$ cat src/rtl/tomo_pkg.sv
`timescale 1ns/1ps
package tomo_pkg;
    parameter int DW   = 16;
    parameter int NREG = 8;
    parameter int RW   = $clog2(NREG);
    parameter int NADD = 2;
    parameter int NMUL = 2;
    parameter int NRS  = NADD + NMUL;
    parameter int TW   = $clog2(NRS + 1);
    parameter int NBUS = 2;

    typedef logic [TW-1:0] tag_t;
    typedef logic [DW-1:0] word_t;
    typedef logic [RW-1:0] reg_t;

    // operand: either a value (rdy) or the tag of its producer
    typedef struct packed { logic rdy; tag_t tag; word_t val; } opnd_t;
    // reservation station entry
    typedef struct packed { logic busy; logic issued; reg_t dst; opnd_t a; opnd_t b; } slot_t;
    // result travelling down a unit and onto a bus
    typedef struct packed { logic vld; tag_t tag; reg_t dst; word_t val; } res_t;
    // register status entry
    typedef struct packed { logic busy; tag_t tag; word_t val; } rstat_t;

    function automatic opnd_t snoop(opnd_t o, res_t [NBUS-1:0] bus);
        opnd_t r = o;
        for (int b = 0; b < NBUS; b++)
            if (!o.rdy && bus[b].vld && bus[b].tag == o.tag) begin
                r.rdy = 1'b1;
                r.val = bus[b].val;
            end
        return r;
    endfunction

    function automatic opnd_t fetch(rstat_t e, res_t [NBUS-1:0] bus);
        opnd_t o;
        o.rdy = !e.busy;
        o.tag = e.busy ? e.tag : '0;
        o.val = e.busy ? '0 : e.val;
        return snoop(o, bus);
    endfunction
endpackage

$ cat src/rtl/tomo_fu_pipe.sv
`timescale 1ns/1ps
module tomo_fu_pipe
    import tomo_pkg::*;
#(
    parameter int LAT = 2
) (
    input  logic clk,
    input  logic rst,
    input  res_t din,
    output res_t dout
);
    res_t st [LAT];

    always_ff @(posedge clk) begin
        if (rst) begin
            for (int k = 0; k < LAT; k++) st[k] <= '0;
        end else begin
            st[0] <= din;
            for (int k = 1; k < LAT; k++) st[k] <= st[k-1];
        end
    end

    assign dout = st[LAT-1];
endmodule

$ cat src/rtl/tomo_rs_bank.sv
`timescale 1ns/1ps
module tomo_rs_bank
    import tomo_pkg::*;
#(
    parameter int N      = 2,
    parameter int BASE   = 0,
    parameter bit IS_MUL = 1'b0
) (
    input  logic              clk,
    input  logic              rst,
    input  logic [N-1:0]      wr0,
    input  logic [N-1:0]      wr1,
    input  slot_t             ent0,
    input  slot_t             ent1,
    input  res_t [NBUS-1:0]   bus,
    output logic [N-1:0]      free,
    output res_t              iss
);
    slot_t q   [N];
    slot_t eff [N];
    logic [N-1:0] rdy, grant, done, busy_v, issued_v;

    // effective view: stored entry woken by this cycle's buses, or the entry arriving now
    always_comb begin
        for (int i = 0; i < N; i++) begin
            eff[i]   = q[i];
            eff[i].a = snoop(q[i].a, bus);
            eff[i].b = snoop(q[i].b, bus);
            if (wr0[i]) eff[i] = ent0;
            if (wr1[i]) eff[i] = ent1;
            rdy[i] = eff[i].busy && !eff[i].issued && eff[i].a.rdy && eff[i].b.rdy;
        end
        grant = '0;
        iss   = '0;
        for (int i = 0; i < N; i++)
            if (rdy[i] && grant == '0) begin
                grant[i] = 1'b1;
                iss.vld  = 1'b1;
                iss.tag  = tag_t'(BASE + i + 1);
                iss.dst  = eff[i].dst;
                iss.val  = IS_MUL ? word_t'(eff[i].a.val * eff[i].b.val)
                                  : word_t'(eff[i].a.val + eff[i].b.val);
            end
    end

    always_comb begin
        for (int i = 0; i < N; i++) begin
            done[i] = 1'b0;
            for (int b = 0; b < NBUS; b++)
                if (bus[b].vld && bus[b].tag == tag_t'(BASE + i + 1)) done[i] = 1'b1;
            busy_v[i]   = q[i].busy;
            issued_v[i] = q[i].issued;
            free[i]     = !q[i].busy;
        end
    end

    always_ff @(posedge clk) begin
        for (int i = 0; i < N; i++) begin
            if (rst) begin
                q[i] <= '0;
            end else begin
                q[i] <= eff[i];
                if (grant[i]) q[i].issued <= 1'b1;
                if (q[i].busy && done[i]) q[i].busy <= 1'b0;
            end
        end
    end

    // dispatch only ever targets an unoccupied station
    p_write_free_r2: assert property (@(posedge clk) disable iff (rst)
        ((wr0 | wr1) & busy_v) == '0);
    // a station's tag comes back on a bus only after that station started executing
    p_free_after_issue_r11: assert property (@(posedge clk) disable iff (rst)
        (done & busy_v & ~issued_v) == '0);
endmodule

$ cat src/rtl/tomo_core.sv
`timescale 1ns/1ps
module tomo_core
    import tomo_pkg::*;
#(
    parameter int LAT_ADD = 2,
    parameter int LAT_MUL = 3
) (
    input  logic                clk,
    input  logic                rst,
    input  logic [1:0]          in_vld,
    input  logic [1:0]          in_op,
    input  logic [1:0][RW-1:0]  in_dst,
    input  logic [1:0][RW-1:0]  in_src1,
    input  logic [1:0][RW-1:0]  in_src2,
    output logic [1:0]          taken,
    output logic                stall,
    output logic [1:0]          cmt_en,
    output logic [1:0][RW-1:0]  cmt_reg,
    output logic [1:0][DW-1:0]  cmt_data
);
    localparam logic [NRS-1:0] MUL_MASK = {{NMUL{1'b1}}, {NADD{1'b0}}};

    rstat_t            rf [NREG];
    res_t [NBUS-1:0]   bus;
    res_t              add_iss, mul_iss;
    logic [NADD-1:0]   add_free;
    logic [NMUL-1:0]   mul_free;
    logic [NRS-1:0]    free_all, avail0, avail1, pick0, pick1;
    tag_t              tag0, tag1;
    logic              ok0, ok1;
    slot_t             ent0, ent1;

    assign free_all = {mul_free, add_free};

    // station allocation, in program order
    always_comb begin
        pick0 = '0; pick1 = '0; tag0 = '0; tag1 = '0; ok0 = 1'b0; ok1 = 1'b0;
        avail0 = free_all & (in_op[0] ? MUL_MASK : ~MUL_MASK);
        if (in_vld[0])
            for (int i = 0; i < NRS; i++)
                if (avail0[i] && !ok0) begin
                    pick0[i] = 1'b1; tag0 = tag_t'(i + 1); ok0 = 1'b1;
                end
        avail1 = free_all & ~pick0 & (in_op[1] ? MUL_MASK : ~MUL_MASK);
        if (in_vld[1] && (ok0 || !in_vld[0]))
            for (int i = 0; i < NRS; i++)
                if (avail1[i] && !ok1) begin
                    pick1[i] = 1'b1; tag1 = tag_t'(i + 1); ok1 = 1'b1;
                end
    end

    assign taken = {ok1, ok0};
    assign stall = (in_vld[0] && !ok0) || (in_vld[1] && !ok1);

    // operand capture; slot 1 sees slot 0's destination tag
    always_comb begin
        ent0        = '0;
        ent0.busy   = 1'b1;
        ent0.dst    = in_dst[0];
        ent0.a      = fetch(rf[in_src1[0]], bus);
        ent0.b      = fetch(rf[in_src2[0]], bus);
        ent1        = '0;
        ent1.busy   = 1'b1;
        ent1.dst    = in_dst[1];
        ent1.a      = fetch(rf[in_src1[1]], bus);
        ent1.b      = fetch(rf[in_src2[1]], bus);
        if (ok0 && in_src1[1] == in_dst[0]) ent1.a = '{rdy: 1'b0, tag: tag0, val: '0};
        if (ok0 && in_src2[1] == in_dst[0]) ent1.b = '{rdy: 1'b0, tag: tag0, val: '0};
    end

    tomo_rs_bank #(.N(NADD), .BASE(0), .IS_MUL(1'b0)) u_add_rs (
        .clk(clk), .rst(rst),
        .wr0(pick0[NADD-1:0]), .wr1(pick1[NADD-1:0]),
        .ent0(ent0), .ent1(ent1), .bus(bus),
        .free(add_free), .iss(add_iss)
    );

    tomo_rs_bank #(.N(NMUL), .BASE(NADD), .IS_MUL(1'b1)) u_mul_rs (
        .clk(clk), .rst(rst),
        .wr0(pick0[NRS-1:NADD]), .wr1(pick1[NRS-1:NADD]),
        .ent0(ent0), .ent1(ent1), .bus(bus),
        .free(mul_free), .iss(mul_iss)
    );

    tomo_fu_pipe #(.LAT(LAT_ADD)) u_add_pipe (.clk(clk), .rst(rst), .din(add_iss), .dout(bus[0]));
    tomo_fu_pipe #(.LAT(LAT_MUL)) u_mul_pipe (.clk(clk), .rst(rst), .din(mul_iss), .dout(bus[1]));

    // commit write only when the register still waits on this producer
    always_comb begin
        for (int b = 0; b < NBUS; b++) begin
            cmt_en[b]   = bus[b].vld && rf[bus[b].dst].busy && rf[bus[b].dst].tag == bus[b].tag;
            cmt_reg[b]  = bus[b].dst;
            cmt_data[b] = bus[b].val;
        end
    end

    always_ff @(posedge clk) begin
        for (int r = 0; r < NREG; r++) begin
            if (rst) begin
                rf[r] <= '{busy: 1'b0, tag: '0, val: word_t'(r)};
            end else begin
                for (int b = 0; b < NBUS; b++)
                    if (cmt_en[b] && cmt_reg[b] == reg_t'(r)) begin
                        rf[r].val  <= cmt_data[b];
                        rf[r].busy <= 1'b0;
                    end
                if (ok0 && in_dst[0] == reg_t'(r)) begin
                    rf[r].busy <= 1'b1; rf[r].tag <= tag0;
                end
                if (ok1 && in_dst[1] == reg_t'(r)) begin
                    rf[r].busy <= 1'b1; rf[r].tag <= tag1;
                end
            end
        end
    end

    // the younger slot never overtakes a refused older slot
    p_in_order_r2: assert property (@(posedge clk) disable iff (rst)
        (in_vld[0] && !taken[0]) |-> !taken[1]);
    // the two buses never carry the same producer
    p_bus_distinct_r10: assert property (@(posedge clk) disable iff (rst)
        (bus[0].vld && bus[1].vld) |-> (bus[0].tag != bus[1].tag));
    // bus 0 carries only add-station tags
    p_bus_class_r10: assert property (@(posedge clk) disable iff (rst)
        bus[0].vld |-> (bus[0].tag != '0 && bus[0].tag <= tag_t'(NADD)));
    // a pending register always names a real producer
    for (genvar g = 0; g < NREG; g++) begin : g_rf_chk
        p_busy_tag_r7: assert property (@(posedge clk) disable iff (rst)
            rf[g].busy |-> (rf[g].tag != '0));
    end
endmodule

$ cat config.mk
export PLATFORM = sky130hd
export DESIGN_NAME = tomo_core
export DESIGN_NICKNAME = d
export VERILOG_FILES = /design/src/rtl/tomo_pkg.sv /design/src/rtl/tomo_fu_pipe.sv /design/src/rtl/tomo_rs_bank.sv /design/src/rtl/tomo_core.sv
export SDC_FILE = /design/constraint.sdc
export NUM_CORES = 2
export LEC_CHECK = 0
export BUFFER_PORTS_ARGS = -buffer_cell sky130_fd_sc_hd__buf_4
export CAP_MARGIN = 15
export CORE_MARGIN = 2
export CORE_UTILIZATION = 45
export DETAILED_ROUTE_END_ITERATION = 10
export PLACE_DENSITY_LB_ADDON = 0.15
export SLEW_MARGIN = 20
export SYNTH_ARGS = -nofsm -noshare
export SYNTH_HDL_FRONTEND = slang
export SYNTH_HIERARCHICAL = 1
export SYNTH_SLANG_ARGS = --single-unit
$ cat constraint.sdc
create_clock -name clk -period 14 [get_ports clk]
set_input_delay 1.4 -clock clk [delete_from_list [all_inputs] [get_ports clk]]
set_output_delay 1.4 -clock clk [all_outputs]
set_load 0.01 [all_outputs]
==> impl_metrics.xml <==
<?xml version="1.0" encoding="UTF-8"?>
<metrics>
  <group name="grt">
    <metric name="grt_max_degree" unit="">88</metric>
    <metric name="grt-ovfl-total" unit="">0</metric>
    <metric name="grt_pass1_vias" unit="">34260</metric>
    <metric name="globalRouteTotalUtil" unit="%">34.11</metric>
    <metric name="antenna_found_initial" unit="">3</metric>
    <metric name="first_pass_grt_wire_length" unit="µm">235900</metric>
  </group>
  <group name="place">
    <metric name="buffer_ports.inserted" unit="">66</metric>
    <metric name="place_inst" unit="">5536</metric>
    <metric name="gp_routability_congestion" unit="">0.9352</metric>
    <metric name="post-dp-hpwl" unit="µm">108400</metric>
  </group>
  <group name="timing">
    <metric name="fin_crit_sh" unit="%">76.29</metric>
    <metric name="whs" unit="ps">433.3</metric>
    <metric name="finClkSkew" unit="ps">71.28</metric>
    <metric name="unrepaired_setup_endpoints_after_global_routing" unit="">false</metric>
    <metric name="fmaxAchievable" unit="MHz">93.63</metric>
    <metric name="tightest_slew" unit="ps">1268</metric>
    <metric name="slew_violations" unit="">0</metric>
    <metric name="hold_viol_final" unit="">0</metric>
    <metric name="setup-tns-final" unit="ps">0</metric>
    <metric name="timing.slew.headroom" unit="%">15.06</metric>
    <metric name="finalWorstPathRequiredPeriod" unit="ps">10680</metric>
    <metric name="report.final.setup_viol" unit="">0</metric>
  </group>
  <group name="route">
    <metric name="avgViaCountPerCell" unit="">6.359</metric>
    <metric name="via_count" unit="">35860</metric>
    <metric name="drt_wl_total" unit="µm">161100</metric>
    <metric name="route.detailed.wl_per_inst" unit="µm">28.56</metric>
    <metric name="dr.first_iter.drc_count" unit="">4551</metric>
    <metric name="detail_route.first_pass.iterations" unit="">6</metric>
    <metric name="detail_route.drc_violations" unit="">0</metric>
    <metric name="antenna_nets_post_route" unit="">0</metric>
  </group>
  <group name="clocking">
    <metric name="cts-buffers-inserted" unit="">56</metric>
    <metric name="ctsRootBufferMaster" unit="">clkbuf_16</metric>
    <metric name="cts.clk_slew.worst_paths" unit="ps">60</metric>
    <metric name="cts_tree" unit="">built</metric>
    <metric name="ctsResizeCount" unit="">0</metric>
    <metric name="cts_post_setup_buffers_inserted" unit="">0</metric>
    <metric name="htree_num_levels" unit="">2</metric>
    <metric name="cts_hold_buffers_added" unit="">0</metric>
    <metric name="clkLatencyLatePin" unit="ps">690</metric>
    <metric name="cts-root-to-sink-buffers" unit="">3</metric>
    <metric name="sinks_on_clock_net" unit="">455</metric>
  </group>
  <group name="yosys">
    <metric name="avgSynthCellArea" unit="µm²">9.021</metric>
    <metric name="netlist_area" unit="mm²">0.04075</metric>
    <metric name="synth-edff-count" unit="">176</metric>
    <metric name="synth.largest_area_cell" unit="">dfxtp_1</metric>
    <metric name="synth.top_cells.by_area" unit="">dfxtp_1, edfxtp_1, mux4_2</metric>
    <metric name="synth_sequential_area_ratio" unit="%">26.68</metric>
    <metric name="post-synth-top-area-fraction" unit="%">13.71</metric>
    <metric name="post_synth_num_cell_types" unit="">94</metric>
    <metric name="yosys_register_bits" unit="">455</metric>
    <metric name="yosys-top-cells-count" unit="">nor2_1, mux2i_1, nand2_1</metric>
    <metric name="asyncSetResetFlopFracSynth" unit="%">0</metric>
    <metric name="yosys_warnings" unit="">6</metric>
    <metric name="post-synth-top-count-cell" unit="">nor2_1</metric>
    <metric name="ys.flop_type" unit="">dfxtp_1</metric>
    <metric name="syn-instance-count" unit="">4517</metric>
  </group>
  <group name="power_and_ir_drop">
    <metric name="switching_share" unit="%">36.40</metric>
    <metric name="intPower" unit="W">0.002943</metric>
    <metric name="power_density_normalized_to_cell_area" unit="mW/mm²">104.8</metric>
    <metric name="seqPwrFrac" unit="%">31.6</metric>
    <metric name="clockPowerShare" unit="%">33.6</metric>
    <metric name="power_switching" unit="W">0.001684</metric>
    <metric name="irDropWorstVdd" unit="mV">0.2155</metric>
    <metric name="p_comb_share" unit="%">34.8</metric>
    <metric name="leakage" unit="nW">18.26</metric>
  </group>
  <group name="die">
    <metric name="core-area" unit="mm²">0.08987</metric>
    <metric name="initial_core_util" unit="%">45.34</metric>
    <metric name="pin_count" unit="">67</metric>
    <metric name="die-height" unit="µm">304.9</metric>
    <metric name="fp.dieArea" unit="mm²">0.09298</metric>
    <metric name="standard_cell_rows" unit="">110</metric>
    <metric name="die_width" unit="µm">304.9</metric>
  </group>
  <group name="finish">
    <metric name="layout.nets" unit="">4732</metric>
    <metric name="n_antenna_cell" unit="">0</metric>
    <metric name="stdcell_count" unit="">5639</metric>
    <metric name="seq_area" unit="mm²">0.01087</metric>
    <metric name="syn2layout_area_growth" unit="%">8.349</metric>
    <metric name="num-fill-cells" unit="">8515</metric>
    <metric name="share_of_cells_above_drive_strength_1" unit="%">13.87</metric>
    <metric name="area_taken_by_multi_input_logic_gates" unit="mm²">0.02704</metric>
  </group>
  <group name="worst_setup_path">
    <metric name="cp.arrival" unit="ps">11190</metric>
    <metric name="crit_path_end_kind" unit="">flop</metric>
    <metric name="timing.setup.critical_path_class" unit="">input pin to flop</metric>
    <metric name="crit_path_max_incr_delay" unit="ps">760</metric>
    <metric name="critical-path-top-cell-by-count" unit="">fa_1</metric>
    <metric name="crit_required" unit="ps">14510</metric>
    <metric name="cp_max_fo" unit="">41</metric>
    <metric name="critical_path.startpoint_type" unit="">input pin</metric>
    <metric name="cell_with_the_biggest_individual_delay_on_the_critical_path" unit="">a21oi_1</metric>
  </group>
  <group name="outcome">
    <metric name="status" unit="">finished clean</metric>
  </group>
  <group name="run">
    <metric name="drv_cap" unit="">0</metric>
  </group>
  <group name="hold_path">
    <metric name="hold_path_class" unit="">flop to flop</metric>
  </group>
</metrics>
## layer usage
layer  vias to the layer above  wire, µm  global-route usage, %
li1                      15720         -                      -
met1                     17450     63670                  45.16
met2                      2180     68720                  50.69
met3                       507     17220                  7.677
met4                         2     11450                  20.99
met5                         -        13                      0
## path summary, 6_finish.rpt
path,startpoint,to,slack (ps),cells after the start
setup / recovery,in_src1[3],u_mul_pipe/st[0][15],3320,29
setup reg to reg,rf[7][19],u_mul_pipe/st[0][15],4270,28
hold / removal,u_add_pipe/st[0][20],u_add_pipe/st[0][43],430,1
hold reg to reg,u_add_pipe/st[0][20],u_add_pipe/st[0][43],430,1
## registers in the layout (all words and copies together), names as in the netlist
register       flops
u_mul_pipe/st     69
u_mul_rs/q        90
u_add_rs/q        90
rf               160
u_add_pipe/st     46
## layout make-up
| cell class | count | area share, % |
|---|---|---|
| Clock buffer | 76 | 3.557 |
| Clock inverter | 27 | 0.7708 |
| Inverter | 310 | 2.636 |
| Multi-Input combinational cell | 3371 | 61.25 |
| Sequential cell | 455 | 24.62 |
| Tap cell | 1176 | 3.333 |
| Timing Repair Buffer | 224 | 3.826 |
## cells by family after synthesis
kind of cell | after synthesis | synth area share [%]
mux | 546 | 18.24
fa+ha+maj | 290 | 11.89
simple gates | 1504 | 18.36
flops | 455 | 26.68
compound gates | 841 | 13.65
xor+xnor | 169 | 3.768
other cells | 5 | 0.04606
buf+inv | 707 | 7.369
## per-stage QoR
step	area [µm²]	util, %	total power [W]	worst slack, ps
6_report	44150	49.13	0.004627	3320
5_1_grt	44150	49.13	0.004842	2963
4_1_cts	44140	49.11	0.004629	3549
3_5_place_dp	42230	46.99	0.003069	2887
3_3_place_gp	42230	46.98	0.003062	3056
2_1_floorplan	40810	-	0.002561	4839
## worst max-delay path: cells and delay by family
family	cells	cell delay (ps)
mux	2	1040
buf+inv	5	1470
compound gates	11	3510
xor+xnor	1	290
simple gates	3	370
fa+ha+maj	7	3040
## power by group through the flow
| stage | Sequential (W) | Clock (W) | Combinational, W |
|---|---|---|---|
| after floorplan | 0.00147 | 0 | 0.00109 |
| after global routing | 0.00147 | 0.00162 | 0.00176 |
| after CTS | 0.00146 | 0.00157 | 0.00160 |
| after global placement | 0.00149 | 0 | 0.00158 |
| after detailed placement | 0.00149 | 0 | 0.00158 |
| final | 0.00146 | 0.00156 | 0.00161 |
## placed cells by master (no fill, tap or decap), types with 12 or more instances in the layout
master,synthesis,final
nand2_1,312,312
mux2_2,74,74
xor2_1,39,39
nand4_1,24,24
buf_4,57,223
nor2b_1,253,252
edfxtp_1,176,176
and3_1,32,32
o311ai_0,13,13
a21oi_1,230,228
o21ai_0,147,146
nor3_1,53,49
dfxtp_1,279,278
a31oi_1,39,39
a221oi_1,18,17
or2_2,28,28
o22ai_1,25,25
nand3_1,140,138
o21a_1,19,19
nor2_1,458,457
ha_1,128,128
a21o_1,12,12
a22oi_1,50,50
mux4_2,150,150
mux2i_1,322,320
inv_1,306,305
xnor2_1,126,126
a32oi_1,23,23
nand2b_1,66,66
or3_1,24,24
fa_1,162,162
o31ai_1,64,64
a211oi_1,70,70
and2_1,39,38
clkbuf_16,0,56
a22o_1,20,20
conb_1,5,21
No activity file was read; power rests on OpenSTA's default activity.
